--- src/rtl/store_cmp_pkg.sv ---
// Shared kind encoding for the redundant store output comparator.
// Assumes a 2-bit kind field on both commit streams.
package store_cmp_pkg;
    typedef enum logic [1:0] {
        KIND_CACHED   = 2'b00,
        KIND_STORE    = 2'b01,
        KIND_UNCACHED = 2'b10,
        KIND_UNUSED   = 2'b11
    } kind_e;

    // Returns 1 for kinds that must be paired and compared.
    function automatic logic kind_is_checked(input logic [1:0] k);
        return (k == KIND_STORE) || (k == KIND_UNCACHED);
    endfunction
endpackage

--- src/rtl/commit_fifo.sv ---
// In-order buffer for one thread's committed records.
// Takes a record when valid, ready and keep are all high; drops it when keep is low.
// Assumes pop is raised only while head_valid is high.
module commit_fifo #(
    parameter int DEPTH = 8,
    parameter int REC_W = 66
) (
    input  logic             clk,
    input  logic             rst_n,
    input  logic             in_valid,
    input  logic             in_keep,
    input  logic [REC_W-1:0] in_rec,
    output logic             in_ready,
    input  logic             pop,
    output logic             head_valid,
    output logic [REC_W-1:0] head_rec
);
    localparam int PTR_W = (DEPTH > 1) ? $clog2(DEPTH) : 1;
    localparam int CNT_W = $clog2(DEPTH + 1);

    logic [REC_W-1:0] mem [DEPTH];
    logic [PTR_W-1:0] wr_ptr, rd_ptr;
    logic [CNT_W-1:0] count;
    logic             push;

    assign in_ready   = (count != CNT_W'(DEPTH));
    assign push       = in_valid && in_ready && in_keep;
    assign head_valid = (count != '0);
    assign head_rec   = mem[rd_ptr];

    // Store the incoming record at the write slot.
    always_ff @(posedge clk) begin
        if (push) mem[wr_ptr] <= in_rec;
    end

    // Advance the pointers and the occupancy count.
    always_ff @(posedge clk) begin
        if (!rst_n) begin
            wr_ptr <= '0;
            rd_ptr <= '0;
            count  <= '0;
        end else begin
            if (push) wr_ptr <= (wr_ptr == PTR_W'(DEPTH-1)) ? '0 : wr_ptr + 1'b1;
            if (pop)  rd_ptr <= (rd_ptr == PTR_W'(DEPTH-1)) ? '0 : rd_ptr + 1'b1;
            case ({push, pop})
                2'b10:   count <= count + 1'b1;
                2'b01:   count <= count - 1'b1;
                default: count <= count;
            endcase
        end
    end


    no_overflow_chk: assert property (@(posedge clk) disable iff (!rst_n)
        count <= CNT_W'(DEPTH));


    pop_nonempty_chk: assert property (@(posedge clk) disable iff (!rst_n)
        pop |-> count != '0);
endmodule

--- src/rtl/pair_checker.sv ---
// Compares the head records of the two threads and issues releases.
// Assumes each head stays stable until popped. Once a fault is seen, it holds
// both heads and all releases frozen until reset.
module pair_checker
    import store_cmp_pkg::*;
#(
    parameter int ADDR_W = 32,
    parameter int DATA_W = 32
) (
    input  logic              clk,
    input  logic              rst_n,
    input  logic              l_valid,
    input  logic [1:0]        l_kind,
    input  logic [ADDR_W-1:0] l_addr,
    input  logic [DATA_W-1:0] l_data,
    input  logic              t_valid,
    input  logic [1:0]        t_kind,
    input  logic [ADDR_W-1:0] t_addr,
    input  logic [DATA_W-1:0] t_data,
    output logic              pop,
    output logic              rel_valid,
    output logic [1:0]        rel_kind,
    output logic [ADDR_W-1:0] rel_addr,
    output logic [DATA_W-1:0] rel_data,
    output logic              fault
);
    logic both;
    logic agree;

    assign both = l_valid && t_valid;

    // Decide whether the paired heads agree; data counts only for stores.
    always_comb begin
        agree = (l_kind == t_kind) && (l_addr == t_addr);
        if (l_kind == KIND_STORE && l_data != t_data) agree = 1'b0;
    end

    assign pop = both && agree && !fault;

    // Register the release and latch the sticky fault.
    always_ff @(posedge clk) begin
        if (!rst_n) begin
            rel_valid <= 1'b0;
            rel_kind  <= '0;
            rel_addr  <= '0;
            rel_data  <= '0;
            fault     <= 1'b0;
        end else begin
            rel_valid <= pop;
            if (pop) begin
                rel_kind <= l_kind;
                rel_addr <= l_addr;
                rel_data <= l_data;
            end
            if (both && !agree) fault <= 1'b1;
        end
    end


    fault_sticky_chk: assert property (@(posedge clk) disable iff (!rst_n)
        fault |=> fault);


    no_release_after_fault_chk: assert property (@(posedge clk) disable iff (!rst_n)
        fault |=> !rel_valid);


    release_kind_chk: assert property (@(posedge clk) disable iff (!rst_n)
        rel_valid |-> (rel_kind == KIND_STORE || rel_kind == KIND_UNCACHED));


    release_paired_chk: assert property (@(posedge clk) disable iff (!rst_n)
        rel_valid |-> $past(both));
endmodule

--- src/rtl/store_out_cmp.sv ---
// Top of the redundant store output comparator.
// Buffers each thread's checked records in order, pairs them by position, and
// releases validated stores and uncached loads. Assumes that each thread commits
// in program order.
module store_out_cmp
    import store_cmp_pkg::*;
#(
    parameter int ADDR_W = 32,
    parameter int DATA_W = 32,
    parameter int DEPTH  = 8
) (
    input  logic              clk,
    input  logic              rst_n,
    input  logic              lead_valid,
    output logic              lead_ready,
    input  logic [1:0]        lead_kind,
    input  logic [ADDR_W-1:0] lead_addr,
    input  logic [DATA_W-1:0] lead_data,
    input  logic              trail_valid,
    output logic              trail_ready,
    input  logic [1:0]        trail_kind,
    input  logic [ADDR_W-1:0] trail_addr,
    input  logic [DATA_W-1:0] trail_data,
    output logic              rel_valid,
    output logic [1:0]        rel_kind,
    output logic [ADDR_W-1:0] rel_addr,
    output logic [DATA_W-1:0] rel_data,
    output logic              fault
);
    localparam int REC_W = 2 + ADDR_W + DATA_W;
    localparam int NTHR  = 2;

    logic             in_v   [NTHR];
    logic             in_rdy [NTHR];
    logic [REC_W-1:0] in_r   [NTHR];
    logic             hd_v   [NTHR];
    logic [REC_W-1:0] hd_r   [NTHR];
    logic             pop;

    assign in_v[0] = lead_valid;
    assign in_v[1] = trail_valid;
    assign in_r[0] = {lead_kind, lead_addr, lead_data};
    assign in_r[1] = {trail_kind, trail_addr, trail_data};
    assign lead_ready  = in_rdy[0];
    assign trail_ready = in_rdy[1];

    for (genvar g = 0; g < NTHR; g++) begin : g_thr
        commit_fifo #(.DEPTH(DEPTH), .REC_W(REC_W)) i_fifo (
            .clk        (clk),
            .rst_n      (rst_n),
            .in_valid   (in_v[g]),
            .in_keep    (kind_is_checked(in_r[g][REC_W-1 -: 2])),
            .in_rec     (in_r[g]),
            .in_ready   (in_rdy[g]),
            .pop        (pop),
            .head_valid (hd_v[g]),
            .head_rec   (hd_r[g])
        );
    end

    pair_checker #(.ADDR_W(ADDR_W), .DATA_W(DATA_W)) i_cmp (
        .clk       (clk),
        .rst_n     (rst_n),
        .l_valid   (hd_v[0]),
        .l_kind    (hd_r[0][REC_W-1 -: 2]),
        .l_addr    (hd_r[0][DATA_W +: ADDR_W]),
        .l_data    (hd_r[0][DATA_W-1:0]),
        .t_valid   (hd_v[1]),
        .t_kind    (hd_r[1][REC_W-1 -: 2]),
        .t_addr    (hd_r[1][DATA_W +: ADDR_W]),
        .t_data    (hd_r[1][DATA_W-1:0]),
        .pop       (pop),
        .rel_valid (rel_valid),
        .rel_kind  (rel_kind),
        .rel_addr  (rel_addr),
        .rel_data  (rel_data),
        .fault     (fault)
    );
endmodule

--- config.mk ---
export PLATFORM = sky130hd
export DESIGN_NAME = store_out_cmp
export DESIGN_NICKNAME = d
export VERILOG_FILES = /design/src/rtl/store_cmp_pkg.sv /design/src/rtl/commit_fifo.sv /design/src/rtl/pair_checker.sv /design/src/rtl/store_out_cmp.sv
export SDC_FILE = /design/constraint.sdc
export NUM_CORES = 1
export LEC_CHECK = 0
export CORE_ASPECT_RATIO = 0.7
export CORE_MARGIN = 4
export CORE_UTILIZATION = 25
export CTS_CLUSTER_DIAMETER = 80
export CTS_CLUSTER_SIZE = 30
export DETAILED_ROUTE_END_ITERATION = 8
export DONT_BUFFER_PORTS = 1
export PLACE_DENSITY = 0.47
export SYNTH_ARGS = -nofsm -noshare
export SYNTH_HDL_FRONTEND = slang
export SYNTH_HIERARCHICAL = 1
export SYNTH_SLANG_ARGS = --single-unit
--- constraint.sdc ---
create_clock -name clk -period 10.1 [get_ports clk]
set_clock_uncertainty 0.2 [all_clocks]
set_input_delay 1.515 -clock clk [delete_from_list [all_inputs] [get_ports clk]]
set_output_delay 1.515 -clock clk [all_outputs]
set_load 0.005 [all_outputs]
==> results_dict.tcl <==
set metrics [dict create \
    core_sq_um 177000 \
    max_stage_delay_ns 0.90 \
    setup-violations-final 0 \
    fill_cells 17342 \
    ys_warn_count 6 \
    cts_tree "done" \
    clock_latency_ns 0.66 \
    place_hpwl_mm 74.2 \
    drc_errors 0 \
    drive_gt1_frac 0.251 \
    maxCapViolations 0 \
    hold_buffers 0 \
    synthSimpleGateAreaFrac 0.0210 \
    rsz0062_at_grt "no" \
    synth_edf_count 1056 \
    post-route-period-util 0.669 \
    final.min_clock_period_ns 6.76 \
    pwr-share-seq 0.677 \
    grt_pass1_vias 20720 \
    antenna_found_initial 1 \
    ys.flop_type "edfxtp_1" \
    drtAntennaViolNets 0 \
    die_h_microns 361 \
    max_freq_ghz 0.148 \
    synthCells 2084 \
    path_cells "buf_12, mux4_2, mux2_2, xor2_1, nor4_1, nand4_1, o21a_2, nor2_1, ha_1, xor2_1, ha_1, a21oi_1, xor2_1, or3_1, a21boi_0" \
    vias_per_cell 4.47 \
    cp_data_arrival_time_ns 7.14 \
    gp_congestion 0.760 \
    num_io_pins 206 \
    postCtsSetupBuffers 0 \
    setup_tns_ns 0 \
    cp-end-kind "flop" \
    start_kind "flop" \
    slew_viol_final 0 \
    cts_root_buf "clkbuf_16" \
    io_buffers 0 \
    p_switching_mw 1.58 \
    synthesis.nets 2234 \
    cts_buffer_depth 3 \
    routed_wl_mm 117 \
    synthXorXnorAreaFrac 0.0146 \
    num_rows 129 \
    netlist_area_sq_um 44400 \
    ys_types 38 \
    synth-seq-cells 1150 \
    synth_area_leaders "edfxtp_1, mux4_2, dfxtp_1" \
    whs_ns 0.315 \
    synthMuxAreaShare 0.171 \
    wl_per_cell_microns 26.2 \
    clk_pin_slew_ns 0.12 \
    synth_compound_area_frac 0.0177 \
    ir_drop_v 0.000111 \
    post_synth_fa_ha_maj_area_fraction 0.00394 \
    rr_worst_depth 15 \
    multi_input_comb_area_sq_um 10300 \
    ys_seq_area_frac 0.756 \
    cts.sinks 1150 \
    async_flop_share 0 \
    initial_core_util 0.251 \
    rrSetupSlack_ns 3.34 \
    crit_type "reg2reg" \
    first_pass_iters 7 \
    swShare 0.203 \
    die_area_sq_um 185000 \
    h-tree-depth 2 \
    grt_pass1_wl_mm 162 \
    r2r_end "g_thr[1].i_fifo/count[2]$_SDFFE_PN0P_" \
    crit_fanout 84 \
    nNetsFinal 2206 \
    hold_class "reg2reg" \
    cts_resized 0 \
    grt_usage 0.122 \
    first_iter_violations 1929 \
    p_int_mw 6.20 \
    tightest_slew_ns 1.17 \
    clkPwrFrac 0.293 \
    cts_buffers 44 \
    seq_area_sq_um 33600 \
    syn_avg_cell_area_sq_um 21.3 \
    combPwrFrac 0.031 \
    slowest_stage "nor2_1" \
    via_count 19912 \
    crit_top_cell "xor2_1" \
    cellLeakagePower_nw 13.7 \
    synthToLayoutAreaGrowth_pct 9.14 \
    gr-total-overflow 0 \
    maxSlewHeadroom 0.219 \
    crit_path_end "g_thr[1].i_fifo/count[2]$_SDFFE_PN0P_" \
    status "finished, final reports clean" \
    synth_top_family_by_area "multiplexers" \
    powerDensity_nw_per_um2 161 \
    required_ns 10.48 \
    synth_top_area_cell "edfxtp_1" \
    final_hold_viol_count 0 \
    die_w_microns 512 \
    synth_top_area_frac 0.714 \
    grt_max_degree 86 \
]
-- final cells by class --
class                           instances  share of cell area
Sequential cell                      1150               0.693
Antenna cell                            2            0.000103
Timing Repair Buffer                   48             0.00795
Multi-Input combinational cell        809               0.211
Clock inverter                          2            0.000413
Tap cell                             2358              0.0608
Clock buffer                           78              0.0260
Inverter                                3            0.000232
-- synthesized netlist by cell type (3+ instances only) --
cell type  number
nand2b_1        8
nand4_1        75
inv_1           3
xor2_1         42
a21oi_1        69
edfxtp_1     1056
buf_6          19
mux4_2        264
buf_2          32
buf_4           4
clkbuf_1       55
and2_1          4
buf_1           9
nor4_1         11
o21ai_1        21
xnor2_1        32
nor2_1         10
o21ai_0        49
nor2b_1        15
nand2_1        13
nor3_1         14
ha_1           14
o21a_1          3
mux2i_1        14
mux2_2        134
dfxtp_1        94
-- through the flow --
step                power, mW  instance area, sq um  setup slack [ns]   util  std cells
floorplan                5.53                 44400             0.898      -       2084
global placement         5.62                 47200              3.34  0.267       4368
detailed placement       5.62                 47200              3.34  0.267       4368
CTS                      7.89                 48500              3.31  0.274       4448
global route             8.08                 48500              2.95  0.274       4448
finish                   7.78                 48500              3.34  0.274       4450
-- kinds of logic (layout without fill, tap and decap cells) --
family,Yosys count,in the layout
other cells,0,2
mux,412,412
flops,1150,1150
fa+ha+maj,14,14
simple gates,159,159
compound gates,150,150
buf+inv,125,131
xor+xnor,74,74
-- power by group through the flow --
stage	logic (mW)	clock network, mW	registers (mW)
final	0.238	2.28	5.27
after global routing	0.255	2.55	5.27
after CTS	0.243	2.38	5.27
after detailed placement	0.242	0	5.38
after global placement	0.241	0	5.37
after floorplan	0.145	0	5.38
-- routing by layer --
metal / up-vias / part of all wire / global-route usage
li1: 8529 / - / -
met4: 0 / 0.015 / 0.0204
met3: 78 / 0.079 / 0.0397
met2: 494 / 0.49 / 0.206
met5: - / 0 / 0
met1: 10811 / 0.42 / 0.156
-- flip-flops by register name (all words and copies together), names as in the netlist, named ones only --
name,cells
i_cmp/rel_addr,32
i_cmp/fault,1
g_thr.i_fifo/count,8
i_cmp/rel_kind,2
g_thr.i_fifo/rd_ptr,6
g_thr.i_fifo/mem,1056
g_thr.i_fifo/wr_ptr,6
i_cmp/rel_valid,1
i_cmp/rel_data,32
-- how the worst min path moves through the flow --
stage	start	to	slack, ns	cells past startpoint
floorplan	i_cmp/rel_kind[1]$_SDFFE_PN0P_	i_cmp/rel_kind[1]$_SDFFE_PN0P_	0.27	2
global placement	i_cmp/rel_data[13]$_SDFFE_PN0P_	i_cmp/rel_data[13]$_SDFFE_PN0P_	0.29	2
detailed placement	i_cmp/rel_addr[13]$_SDFFE_PN0P_	i_cmp/rel_addr[13]$_SDFFE_PN0P_	0.29	2
CTS	i_cmp/rel_data[21]$_SDFFE_PN0P_	i_cmp/rel_data[21]$_SDFFE_PN0P_	0.31	2
global route	i_cmp/rel_data[16]$_SDFFE_PN0P_	i_cmp/rel_data[16]$_SDFFE_PN0P_	0.33	2
finish	i_cmp/rel_data[16]$_SDFFE_PN0P_	i_cmp/rel_data[16]$_SDFFE_PN0P_	0.31	2
-- layout by cell type (no fill, tap or decap), drive strengths merged, types with 13 or more instances in the layout --
| cell | instances |
|---|---|
| xnor2 | 32 |
| mux4 | 264 |
| dfxtp | 94 |
| nand4 | 75 |
| a21oi | 71 |
| clkbuf | 78 |
| ha | 14 |
| o21ai | 70 |
| nor3 | 14 |
| mux2 | 134 |
| buf | 48 |
| edfxtp | 1056 |
| mux2i | 14 |
| nand2 | 13 |
| xor2 | 42 |
| nor2b | 15 |
-- critical path, delay by kind of cell (launching register included) --
family,cells,cell delay [ns]
AOI/OAI and AO/OA,3,0.61
xor gates and xnor gates,3,0.55
adders and majority gates,2,0.61
buffers and inverters,1,0.52
DFF,1,0.64
muxes,2,0.91
and+or+nand+nor,4,2.45
(Power assumes the default switching activity.)
